==> src/rtl/pcall_pkg.sv <==
`timescale 1ns/1ps
package pcall_pkg;
  typedef enum logic [1:0] {
    EV_RX    = 2'b00,
    EV_START = 2'b01,
    EV_STOP  = 2'b10,
    EV_TXD   = 2'b11
  } ev_kind_e;

  typedef enum logic [3:0] {
    S_IDLE, S_ADDR_W, S_CMD, S_WCNT, S_WDATA, S_IPEC, S_WAIT_RS,
    S_ADDR_R, S_RD_CNT, S_RD_DATA, S_RD_PEC, S_DONE
  } state_e;

  localparam logic [7:0] CRC_POLY = 8'h07;

  function automatic logic [7:0] crc8_step(input logic [7:0] c, input logic [7:0] d);
    logic [7:0] r;
    r = c ^ d;
    for (int i = 0; i < 8; i++) r = r[7] ? ((r << 1) ^ CRC_POLY) : (r << 1);
    return r;
  endfunction
endpackage

==> src/rtl/pcall_crc8.sv <==
`timescale 1ns/1ps
module pcall_crc8 (
  input  logic       clk_i,
  input  logic       rst_ni,
  input  logic       clr_i,
  input  logic       upd_i,
  input  logic [7:0] byte_i,
  output logic [7:0] crc_o,
  output logic [7:0] crc_nxt_o
);
  logic [7:0] crc_q;

  assign crc_nxt_o = pcall_pkg::crc8_step(crc_q, byte_i);
  assign crc_o     = crc_q;

  always_ff @(posedge clk_i or negedge rst_ni) begin
    if (!rst_ni)     crc_q <= 8'h00;
    else if (clr_i)  crc_q <= 8'h00;
    else if (upd_i)  crc_q <= crc_nxt_o;
  end
endmodule

==> src/rtl/pcall_timeout.sv <==
`timescale 1ns/1ps
module pcall_timeout #(
  parameter int unsigned TO_CYC = 1250000,
  localparam int unsigned CW = $clog2(TO_CYC + 1)
) (
  input  logic clk_i,
  input  logic rst_ni,
  input  logic scl_low_i,
  output logic hit_o
);
  logic [CW-1:0] cnt_q;

  // fires once, on the TO_CYC-th consecutive low edge
  assign hit_o = scl_low_i && (cnt_q == CW'(TO_CYC - 1));

  always_ff @(posedge clk_i or negedge rst_ni) begin
    if (!rst_ni)                     cnt_q <= '0;
    else if (!scl_low_i)             cnt_q <= '0;
    else if (cnt_q != CW'(TO_CYC))   cnt_q <= cnt_q + 1'b1;
  end
endmodule

==> src/rtl/pcall_bytebuf.sv <==
`timescale 1ns/1ps
module pcall_bytebuf #(
  parameter int unsigned DEPTH = 8,
  parameter int unsigned IW    = 4
) (
  input  logic               clk_i,
  input  logic               rst_ni,
  input  logic               we_i,
  input  logic [IW-1:0]      idx_i,
  input  logic [7:0]         byte_i,
  output logic [DEPTH*8-1:0] data_o
);
  for (genvar g = 0; g < DEPTH; g++) begin : g_slot
    logic [7:0] slot_q;
    always_ff @(posedge clk_i or negedge rst_ni) begin
      if (!rst_ni)                          slot_q <= 8'h00;
      else if (we_i && idx_i == IW'(g))     slot_q <= byte_i;
    end
    assign data_o[g*8 +: 8] = slot_q;
  end
endmodule

==> src/rtl/pcall_engine.sv <==
`timescale 1ns/1ps
module pcall_engine
  import pcall_pkg::*;
#(
  parameter int unsigned MAX_WR = 8,
  parameter int unsigned MAX_RD = 8,
  parameter int unsigned TO_CYC = 1250000,
  localparam int unsigned WIW = $clog2(MAX_WR + 1),
  localparam int unsigned RIW = $clog2(MAX_RD + 1)
) (
  input  logic                clk_i,
  input  logic                rst_ni,
  input  logic                ev_valid_i,
  input  logic [1:0]          ev_kind_i,
  input  logic [7:0]          ev_byte_i,
  input  logic                scl_low_i,
  input  logic                pec_en_i,
  input  logic [6:0]          own_addr_i,
  output logic                ack_valid_o,
  output logic                ack_o,
  output logic                cmd_valid_o,
  output logic [7:0]          cmd_code_o,
  output logic [WIW-1:0]      wr_len_o,
  output logic [MAX_WR*8-1:0] wr_data_o,
  input  logic [RIW-1:0]      rsp_len_i,
  input  logic [MAX_RD*8-1:0] rsp_data_i,
  output logic [7:0]          tx_byte_o
);
  localparam logic [7:0] MAX_WR_B = 8'(MAX_WR);

  state_e         state_q, state_d;
  logic           ack_v_d, ack_d, cmd_v_d;
  logic           cmd_we, wlen_we, wb_we, rd_we;
  logic [WIW-1:0] wlen_q, widx_q, widx_d;
  logic [RIW-1:0] rlen_q, rlen_d, ridx_q, ridx_d, rlen_eff;
  logic [7:0]     tx_q, tx_d;
  logic [7:0]     rbuf_q [MAX_RD];
  logic           crc_clr, crc_upd;
  logic [7:0]     crc_byte, crc_q, crc_nxt;
  logic           to_hit;

  logic ev_rx, ev_st, ev_sp, ev_tx, m_nack;
  assign ev_rx  = ev_valid_i && ev_kind_i == EV_RX;
  assign ev_st  = ev_valid_i && ev_kind_i == EV_START;
  assign ev_sp  = ev_valid_i && ev_kind_i == EV_STOP;
  assign ev_tx  = ev_valid_i && ev_kind_i == EV_TXD;
  assign m_nack = ev_byte_i[0];

  assign crc_byte = ev_tx ? tx_q : ev_byte_i;

  always_comb begin
    if (rsp_len_i == '0)                 rlen_eff = RIW'(1);
    else if (rsp_len_i > RIW'(MAX_RD))   rlen_eff = RIW'(MAX_RD);
    else                                 rlen_eff = rsp_len_i;
  end

  pcall_crc8 u_crc (
    .clk_i, .rst_ni,
    .clr_i(crc_clr), .upd_i(crc_upd), .byte_i(crc_byte),
    .crc_o(crc_q), .crc_nxt_o(crc_nxt)
  );

  pcall_timeout #(.TO_CYC(TO_CYC)) u_tmo (
    .clk_i, .rst_ni, .scl_low_i, .hit_o(to_hit)
  );

  pcall_bytebuf #(.DEPTH(MAX_WR), .IW(WIW)) u_wbuf (
    .clk_i, .rst_ni,
    .we_i(wb_we), .idx_i(widx_q), .byte_i(ev_byte_i), .data_o(wr_data_o)
  );

  always_comb begin
    state_d = state_q;
    ack_v_d = 1'b0;
    ack_d   = 1'b0;
    cmd_v_d = 1'b0;
    cmd_we  = 1'b0;
    wlen_we = 1'b0;
    wb_we   = 1'b0;
    rd_we   = 1'b0;
    crc_clr = 1'b0;
    crc_upd = 1'b0;
    widx_d  = widx_q;
    ridx_d  = ridx_q;
    rlen_d  = rlen_q;
    tx_d    = tx_q;
    if (to_hit || ev_sp) begin
      state_d = S_IDLE;
      tx_d    = 8'hFF;
    end else if (ev_st) begin
      tx_d = 8'hFF;
      unique case (state_q)
        S_WAIT_RS: begin
          cmd_v_d = 1'b1;
          state_d = S_ADDR_R;
        end
        S_IDLE, S_DONE: begin
          crc_clr = 1'b1;
          state_d = S_ADDR_W;
        end
        default: state_d = S_IDLE;
      endcase
    end else if (ev_rx) begin
      unique case (state_q)
        S_IDLE, S_DONE: ;
        S_ADDR_W: begin
          ack_v_d = 1'b1;
          if (ev_byte_i == {own_addr_i, 1'b0}) begin
            ack_d = 1'b1; crc_upd = 1'b1; state_d = S_CMD;
          end else state_d = S_IDLE;
        end
        S_CMD: begin
          ack_v_d = 1'b1; ack_d = 1'b1; crc_upd = 1'b1; cmd_we = 1'b1;
          state_d = S_WCNT;
        end
        S_WCNT: begin
          ack_v_d = 1'b1;
          if (ev_byte_i != 8'h00 && ev_byte_i <= MAX_WR_B) begin
            ack_d = 1'b1; crc_upd = 1'b1; wlen_we = 1'b1;
            widx_d = '0; state_d = S_WDATA;
          end else state_d = S_IDLE;
        end
        S_WDATA: begin
          ack_v_d = 1'b1; ack_d = 1'b1; crc_upd = 1'b1; wb_we = 1'b1;
          widx_d = widx_q + 1'b1;
          if (widx_q == wlen_q - 1'b1) state_d = pec_en_i ? S_IPEC : S_WAIT_RS;
        end
        S_IPEC: begin
          ack_v_d = 1'b1;
          // intermediate byte checked but never folded into the running CRC
          if (ev_byte_i == crc_q) begin
            ack_d = 1'b1; state_d = S_WAIT_RS;
          end else state_d = S_IDLE;
        end
        S_ADDR_R: begin
          ack_v_d = 1'b1;
          if (ev_byte_i == {own_addr_i, 1'b1}) begin
            ack_d = 1'b1; crc_upd = 1'b1; rd_we = 1'b1;
            rlen_d = rlen_eff; tx_d = 8'(rlen_eff); state_d = S_RD_CNT;
          end else state_d = S_IDLE;
        end
        default: begin
          ack_v_d = 1'b1;
          state_d = S_IDLE;
        end
      endcase
    end else if (ev_tx) begin
      unique case (state_q)
        S_IDLE, S_DONE: ;
        S_RD_CNT: begin
          if (m_nack) begin
            state_d = S_DONE; tx_d = 8'hFF;
          end else begin
            crc_upd = 1'b1; ridx_d = '0; tx_d = rbuf_q[0]; state_d = S_RD_DATA;
          end
        end
        S_RD_DATA: begin
          if (m_nack) begin
            state_d = S_DONE; tx_d = 8'hFF;
          end else begin
            crc_upd = 1'b1;
            if (ridx_q == rlen_q - 1'b1) begin
              tx_d = crc_nxt; state_d = S_RD_PEC;
            end else begin
              ridx_d = ridx_q + 1'b1; tx_d = rbuf_q[ridx_q + 1'b1];
            end
          end
        end
        S_RD_PEC: begin
          state_d = S_DONE; tx_d = 8'hFF;
        end
        default: state_d = S_IDLE;
      endcase
    end
  end

  always_ff @(posedge clk_i or negedge rst_ni) begin
    if (!rst_ni) begin
      state_q     <= S_IDLE;
      ack_valid_o <= 1'b0;
      ack_o       <= 1'b0;
      cmd_valid_o <= 1'b0;
      cmd_code_o  <= 8'h00;
      wlen_q      <= '0;
      widx_q      <= '0;
      ridx_q      <= '0;
      rlen_q      <= '0;
      tx_q        <= 8'hFF;
    end else begin
      state_q     <= state_d;
      ack_valid_o <= ack_v_d;
      ack_o       <= ack_d;
      cmd_valid_o <= cmd_v_d;
      if (cmd_we)  cmd_code_o <= ev_byte_i;
      if (wlen_we) wlen_q     <= WIW'(ev_byte_i);
      widx_q      <= widx_d;
      ridx_q      <= ridx_d;
      rlen_q      <= rlen_d;
      tx_q        <= tx_d;
    end
  end

  for (genvar k = 0; k < MAX_RD; k++) begin : g_rbuf
    always_ff @(posedge clk_i or negedge rst_ni) begin
      if (!rst_ni)    rbuf_q[k] <= 8'h00;
      else if (rd_we) rbuf_q[k] <= rsp_data_i[k*8 +: 8];
    end
  end

  assign wr_len_o  = wlen_q;
  assign tx_byte_o = tx_q;
endmodule

==> config.mk <==
export PLATFORM = sky130hd
export DESIGN_NAME = pcall_engine
export DESIGN_NICKNAME = d
export VERILOG_FILES = /design/src/rtl/pcall_pkg.sv /design/src/rtl/pcall_crc8.sv /design/src/rtl/pcall_timeout.sv /design/src/rtl/pcall_bytebuf.sv /design/src/rtl/pcall_engine.sv
export SDC_FILE = /design/constraint.sdc
export NUM_CORES = 1
export LEC_CHECK = 0
export BUFFER_PORTS_ARGS = -buffer_cell sky130_fd_sc_hd__buf_2
export CORE_ASPECT_RATIO = 1.75
export CORE_MARGIN = 3
export CORE_UTILIZATION = 35
export CTS_BUF_LIST = sky130_fd_sc_hd__clkbuf_4 sky130_fd_sc_hd__clkbuf_8 sky130_fd_sc_hd__clkbuf_16
export DETAILED_ROUTE_END_ITERATION = 6
export GPL_TIMING_DRIVEN = 1
export PLACE_DENSITY = 0.58
export SLEW_MARGIN = 20
export SYNTH_ARGS = -nofsm -noshare
export SYNTH_HDL_FRONTEND = slang
export SYNTH_SLANG_ARGS = --single-unit
export TNS_END_PERCENT = 50
==> constraint.sdc <==
create_clock -name clk_i -period 3.35 [get_ports clk_i]
set_input_delay 0.67 -clock clk_i [delete_from_list [all_inputs] [get_ports clk_i]]
set_output_delay 0.67 -clock clk_i [all_outputs]
set_load 0.02 [all_outputs]
==> flow_summary.yaml, run 1 <==
sta:
  relSlewSlack_pct: 50.22
  fin_setup_tns_ns: 0
  fin_crit_sh_pct: 78.72
  worstMarginPinSlew_ns: 0.7467
  grt_setup_unrepaired: "no"
  hold_viol_final: 0
  slew_viol_final: 0
  finClkSkew_ns: 0.01273
  fmax_mhz: 379.2
  finalCriticalPeriod_ns: 2.637
  setup-violations-final: 0
die:
  ios: 177
  die_w_um: 132.6
  dieArea_mm2: 0.03017
  num_rows: 80
  start_util_pct: 35.79
  die_h_um: 227.6
  core_area_mm2: 0.02743
routing:
  post_drt_via_cell_ratio: 5.020
  drt-wirelength-per-cell_um: 18.76
  wl_um: 24870
  vias: 6657
  antenna_left: 0
  drt_iter0_markers: 262
  dr.pass1.iters: 4
  route.detailed.drc: 0
clocking:
  cts_tree: "built"
  cts_sinks: 196
  cts_hold_buf: 0
  cts_setup_buffers: 0
  clkTransAtPathRegs_ns: 0.07
  cts_buffers: 17
  clkLatencyLatePin_ns: 0.45
  cts_root_buffer: "clkbuf_16"
  clockBufferDepth: 2
  ctsResizeCount: 0
  htree_levels: 4
synthesis:
  syn_inst: 774
  ys_types: 68
  ys_ff_latch: 196
  yosysWarnings: 0
  synth_top_flop_cell: "dfrtp_1"
  synth_nets: 873
  syn_area_mm2: 0.009817
  synth_edf_count: 0
  yosysSeqAreaShare_pct: 50.06
  syn_avg_cell_area_um2: 12.68
  async_reset_ff_share_pct: 100.0
final_layout:
  multi_input_area_mm2: 0.004642
  register_area_mm2: 0.004915
  drive_gt1_share_pct: 43.68
  n_antenna_cell: 0
  syn2layout_area_growth_pct: 19.40
  final_common_cell: "dfrtp_1"
  final_cell_mix: "188 x dfrtp_1, 175 x buf_2, 125 x mux2_2, 41 x xor2_1, 37 x nand2_1"
  finish.utilization_pct: 42.74
  fill_cells: 2670
  final_nets: 1043
pwr:
  power_mw: 4.853
  peakVddDrop_uv: 347.9
  leakagePower_nw: 5.950
  power_density_mw_per_mm2: 414.0
setup_path:
  r2r_setup_slack_ns: 0.71
  critPathCaptureType: "register"
  arrival_ns: 2.97
  critPathCapture: "state_q[2]"
  worst-path-max-fanout: 10
  crit_family: "compound AO/OA/AOI/OAI gates"
  crit_path_max_incr_delay_ns: 0.58
  rr_startpoint: "rlen_q[0]"
  rr_endpoint: "state_q[2]"
  crit_slowest_cell: "o31ai_4"
  worstSetupPathType: "reg -> reg"
  critPathRequiredTime_ns: 3.69
  rr_worst_depth: 8
  path_cells: "inv_1 > ha_1 > xor2_1 > nand2_1 > o31ai_4 > a21oi_1 > or3_1 > a32o_1"
  cp.depth: 8
  crit_start: "rlen_q[0]"
  path_buf_inv: 1
  cp-start-kind: "register"
status:
  status: "finished clean"
global_routing:
  grt_pass1_wl_um: 39190
  grt_max_degree: 82
  grt_util_all_layers_pct: 16.77
  grt_overflow_total: 0
  antenna_found_initial: 1
  grt_pass1_vias: 6949
place:
  dp_hpwl_um: 18500
  portBuffers: 176
  place.gp.congestion: 0.8695
min_path:
  hold_path_class: "in -> async"
job:
  maxCapViolations: 0
==> cells in the mapped netlist (all sizes together) (5+ instances only) <==
master  number  area, µm²
a21oi       13      65.06
a221oi       5      43.79
a31oi        5      31.28
and2        18      112.6
and3        10      62.56
buf         20      137.6
clkbuf      20      75.07
dfrtp      188       4705
dfstp        8      210.2
ha           9      112.6
inv         14      52.55
mux2       148       1730
mux2i       21      210.2
mux4        16      360.4
nand2       41      183.9
nand2b       5      31.28
nand3       26      140.1
nand4        7      43.79
nor2        31      126.4
nor2b        7      43.79
nor3        14      75.07
nor4         9      83.83
o21ai       16      91.34
o221ai       5      43.79
or2          5      33.78
or3          5      31.28
xnor2       33      289.0
xor2        41      359.1
==> metrics by stage <==
step           instance area [µm²]  cells  hold slack (ns)  setup WS [ns]
3_3_place_gp                 11110   1294           0.4707         0.3880
2_1_floorplan                 9817    774           0.3744         0.8865
3_5_place_dp                 11110   1294           0.4767         0.3026
5_1_grt                      11720   1326           0.3046         0.4582
6_report                     11720   1326           0.2533         0.7129
4_1_cts                      11720   1326           0.2885         0.6554
==> worst register-to-register path: cells and delay by family (launching register included) <==
kind                       cells  cell delay, ns
adders and majority gates      1            0.30
and+or+nand+nor                2            0.57
buffers and inverters          1            0.07
xor gates and xnor gates       1            0.15
DFF                            1            0.40
AOI/OAI and AO/OA              3            1.03
==> where the power goes <==
part / internal, mW / switching, mW / total [mW]
Clock: 1.16 / 0.963 / 2.12
Combinational: 0.128 / 0.209 / 0.337
Sequential: 2.38 / 0.0186 / 2.40
Total: 3.66 / 1.19 / 4.85
==> per-layer routing <==
layer,vias up,track usage [%],wire length [µm]
met5,-,0,13
met4,2,6.544,549
met3,26,3.251,1029
met2,175,30.67,13230
met1,3331,19.33,10050
li1,3123,-,-
==> registers in the layout, summed over array words and instances, names as in the netlist, 4 cells and up <==
register,count
wr_len_o,4
tx_byte_o,8
u_wbuf.g_slot.slot_q,64
rbuf_q,64
u_crc.crc_o,8
ridx_q,4
rlen_q,4
cmd_code_o,8
widx_q,4
state_q,4
u_tmo.cnt_q,21
==> area by class of cell <==
class | count | share of cell area (%)
multi-input combinational | 524 | 39.60
inverter | 14 | 0.4483
timing repair buffer | 191 | 8.871
tap | 369 | 3.939
clock inverter | 13 | 1.398
clock buffer | 19 | 3.811
sequential | 196 | 41.93
==> worst min path at each step <==
stage	slack [ns]	end	from
6_report	0.25	u_wbuf.g_slot[4].slot_q[1]	rst_ni
5_1_grt	0.30	u_wbuf.g_slot[4].slot_q[1]	rst_ni
4_1_cts	0.29	u_wbuf.g_slot[4].slot_q[1]	rst_ni
3_5_place_dp	0.48	u_wbuf.g_slot[2].slot_q[3]	u_wbuf.g_slot[2].slot_q[3]
3_3_place_gp	0.47	u_wbuf.g_slot[3].slot_q[0]	u_wbuf.g_slot[3].slot_q[0]
2_1_floorplan	0.37	ack_o	rst_ni
==> cells by family after synthesis <==
group	share of synthesized area, %
muxes	23.44
xor gates and xnor gates	6.831
DFF	50.06
AOI/OAI and AO/OA	5.085
adders and majority gates	1.147
and+or+nand+nor	10.73
buffers and inverters	2.702
Note: power is estimated with default switching activity, not from simulation.
==> inputs of run 2 (changes only) <==
--- a/config.mk
+++ b/config.mk
@@ -12,7 +12,7 @@
 export CTS_BUF_LIST = sky130_fd_sc_hd__clkbuf_4 sky130_fd_sc_hd__clkbuf_8 sky130_fd_sc_hd__clkbuf_16
 export DETAILED_ROUTE_END_ITERATION = 6
 export GPL_TIMING_DRIVEN = 1
-export PLACE_DENSITY = 0.58
+export PLACE_DENSITY = 0.6
 export SLEW_MARGIN = 20
 export SYNTH_ARGS = -nofsm -noshare
 export SYNTH_HDL_FRONTEND = slang
==> constraint.sdc (replaced) <==
create_clock -name clk_i -period 2.3 [get_ports clk_i]
set_input_delay 0.46 -clock clk_i [delete_from_list [all_inputs] [get_ports clk_i]]
set_output_delay 0.46 -clock clk_i [all_outputs]
set_load 0.02 [all_outputs]
==> flow_summary.yaml, run 2 (synthesis results as in run 1) <==
pwr:
  p_switching_mw: 1.766
  pwr-share-clk_pct: 42.2
  power_switching_share_pct: 25.07
  power_mw: 7.044
  power_frac_seq_pct: 49.4
  power_density_mw_per_mm2: 559.7
  peakVddDrop_uv: 530.3
  internal_power_mw: 5.278
  leakagePower_nw: 6.438
  pwr-share-comb_pct: 8.4
global_routing:
  grt_pass1_vias: 7493
  grt_pass1_wl_um: 40720
  antenna_found_initial: 0
  grt_overflow_total: 0
  grt_util_all_layers_pct: 17.34
  grt_max_degree: 53
min_path:
  hp-start: "rsp_data_i[32]"
  hold_path_class: "in -> reg"
clocking:
  htree_levels: 4
  cts_buffers: 17
  cts_sinks: 196
  cts_root_buffer: "clkbuf_16"
  clkTransAtPathRegs_ns: 0.08
  clockBufferDepth: 2
  clkLatencyLatePin_ns: 0.45
  cts_tree: "built"
final_layout:
  fill_cells: 2601
  final_nets: 1133
  final_cell_mix: "188 x dfrtp_1, 175 x buf_2, 124 x mux2_2, 89 x buf_4, 41 x xor2_1"
  reg_top3: "rbuf_q (64), u_wbuf.g_slot.slot_q (64), u_tmo.cnt_q (21)"
  multi_input_area_mm2: 0.004728
  n_antenna_cell: 0
  syn2layout_area_growth_pct: 28.19
  register_area_mm2: 0.004915
  final_cells: 1415
  finish.utilization_pct: 45.89
  final_common_cell: "dfrtp_1"
  drive_gt1_share_pct: 49.14
  final_cell_area_mm2: 0.01258
sta:
  fin_setup_tns_ns: 0
  finalCriticalPeriod_ns: 2.238
  finClkSkew_ns: 0.01301
  setup_ws_ns: 0.06178
  setup-violations-final: 0
  grt_setup_unrepaired: "yes"
  fin_crit_sh_pct: 97.31
  worstMarginPinSlew_ns: 0.7226
  fmax_mhz: 446.8
  hold_viol_final: 0
  whs_ns: 0.2337
  slew_viol_final: 0
  relSlewSlack_pct: 51.39
setup_path:
  critPathRequiredTime_ns: 2.63
  worst-path-max-fanout: 6
  cp-start-kind: "register"
  critPathCaptureType: "register"
  arrival_ns: 2.57
  worstSetupPathType: "reg -> reg"
  crit_start: "u_tmo.cnt_q[1]"
  rr_startpoint: "u_tmo.cnt_q[1]"
place:
  place.gp.congestion: 0.8714
  placed_area_mm2: 0.01184
  portBuffers: 176
  dp_hpwl_um: 19430
  dpl.cell_count: 1374
  pre_cts_slack_ns: -0.4388
die:
  ios: 177
  die_h_um: 227.6
  core_area_mm2: 0.02743
  start_util_pct: 35.79
  dieArea_mm2: 0.03017
  die_w_um: 132.6
  num_rows: 80
routing:
  antenna_left: 0
  vias: 6958
  drt-wirelength-per-cell_um: 18.03
  wl_um: 25520
  drt_iter0_markers: 269
  route.detailed.drc: 0
  dr.pass1.iters: 6
  post_drt_via_cell_ratio: 4.917
job:
  maxCapViolations: 0
status:
  status: "finished clean"
-- run 2: area by class of cell --
type / count / area share [%]
Multi-Input combinational cell: 524 / 37.57
Inverter: 14 / 0.4176
Clock inverter: 13 / 1.094
Clock buffer: 18 / 3.490
Sequential cell: 196 / 39.05
Timing Repair Buffer: 281 / 14.70
Tap cell: 369 / 3.669
-- run 2: worst max-delay path, stage by stage (launching register included) --
cell     delay [ns]
dfrtp_1        0.36
ha_2           0.20
nand3_2        0.08
or3b_4         0.43
buf_4          0.16
or2_4          0.27
buf_4          0.16
o21ai_1        0.16
a21oi_1        0.09
a32o_1         0.22
-- run 2: power by group through the flow --
stage          Sequential, mW  Combinational [mW]  Clock [mW]
2_1_floorplan            3.56               0.238           0
3_3_place_gp             3.55               0.590           0
3_5_place_dp             3.55               0.591           0
4_1_cts                  3.48               0.597        3.08
5_1_grt                  3.48               0.649        3.22
6_report                 3.48               0.591        2.97
-- run 2: what timing repair did --
item                       4_1_cts  5_1_grt
gates cloned                     0        0
pin swaps                        0        6
hold endpoints to repair        44        0
setup endpoints to repair        5      154
hold buffers                     1        0
buffers inserted                 0        9
gates resized for setup          4       13
-- run 2: worst paths after layout --
check / to / slack, ns / cells past startpoint
hold / removal: rbuf_q[24] / 0.23 / 2
min in group asynchronous: u_tmo.cnt_q[1] / 0.55 / 2
setup / recovery: state_q[2] / 0.06 / 9
hold reg to reg: u_wbuf.g_slot[2].slot_q[3] / 0.49 / 1
setup reg to reg: state_q[2] / 0.06 / 9
max in group asynchronous: tx_byte_o[4] / 1.08 / 3
-- run 2: metal layers --
layer | track usage (%) | wire (µm) | vias up
li1 | - | - | 3288
met1 | 18.64 | 9670 | 3442
met2 | 32.82 | 14040 | 192
met3 | 4.025 | 1146 | 36
met4 | 6.711 | 660 | 0
met5 | 0 | 0 | -
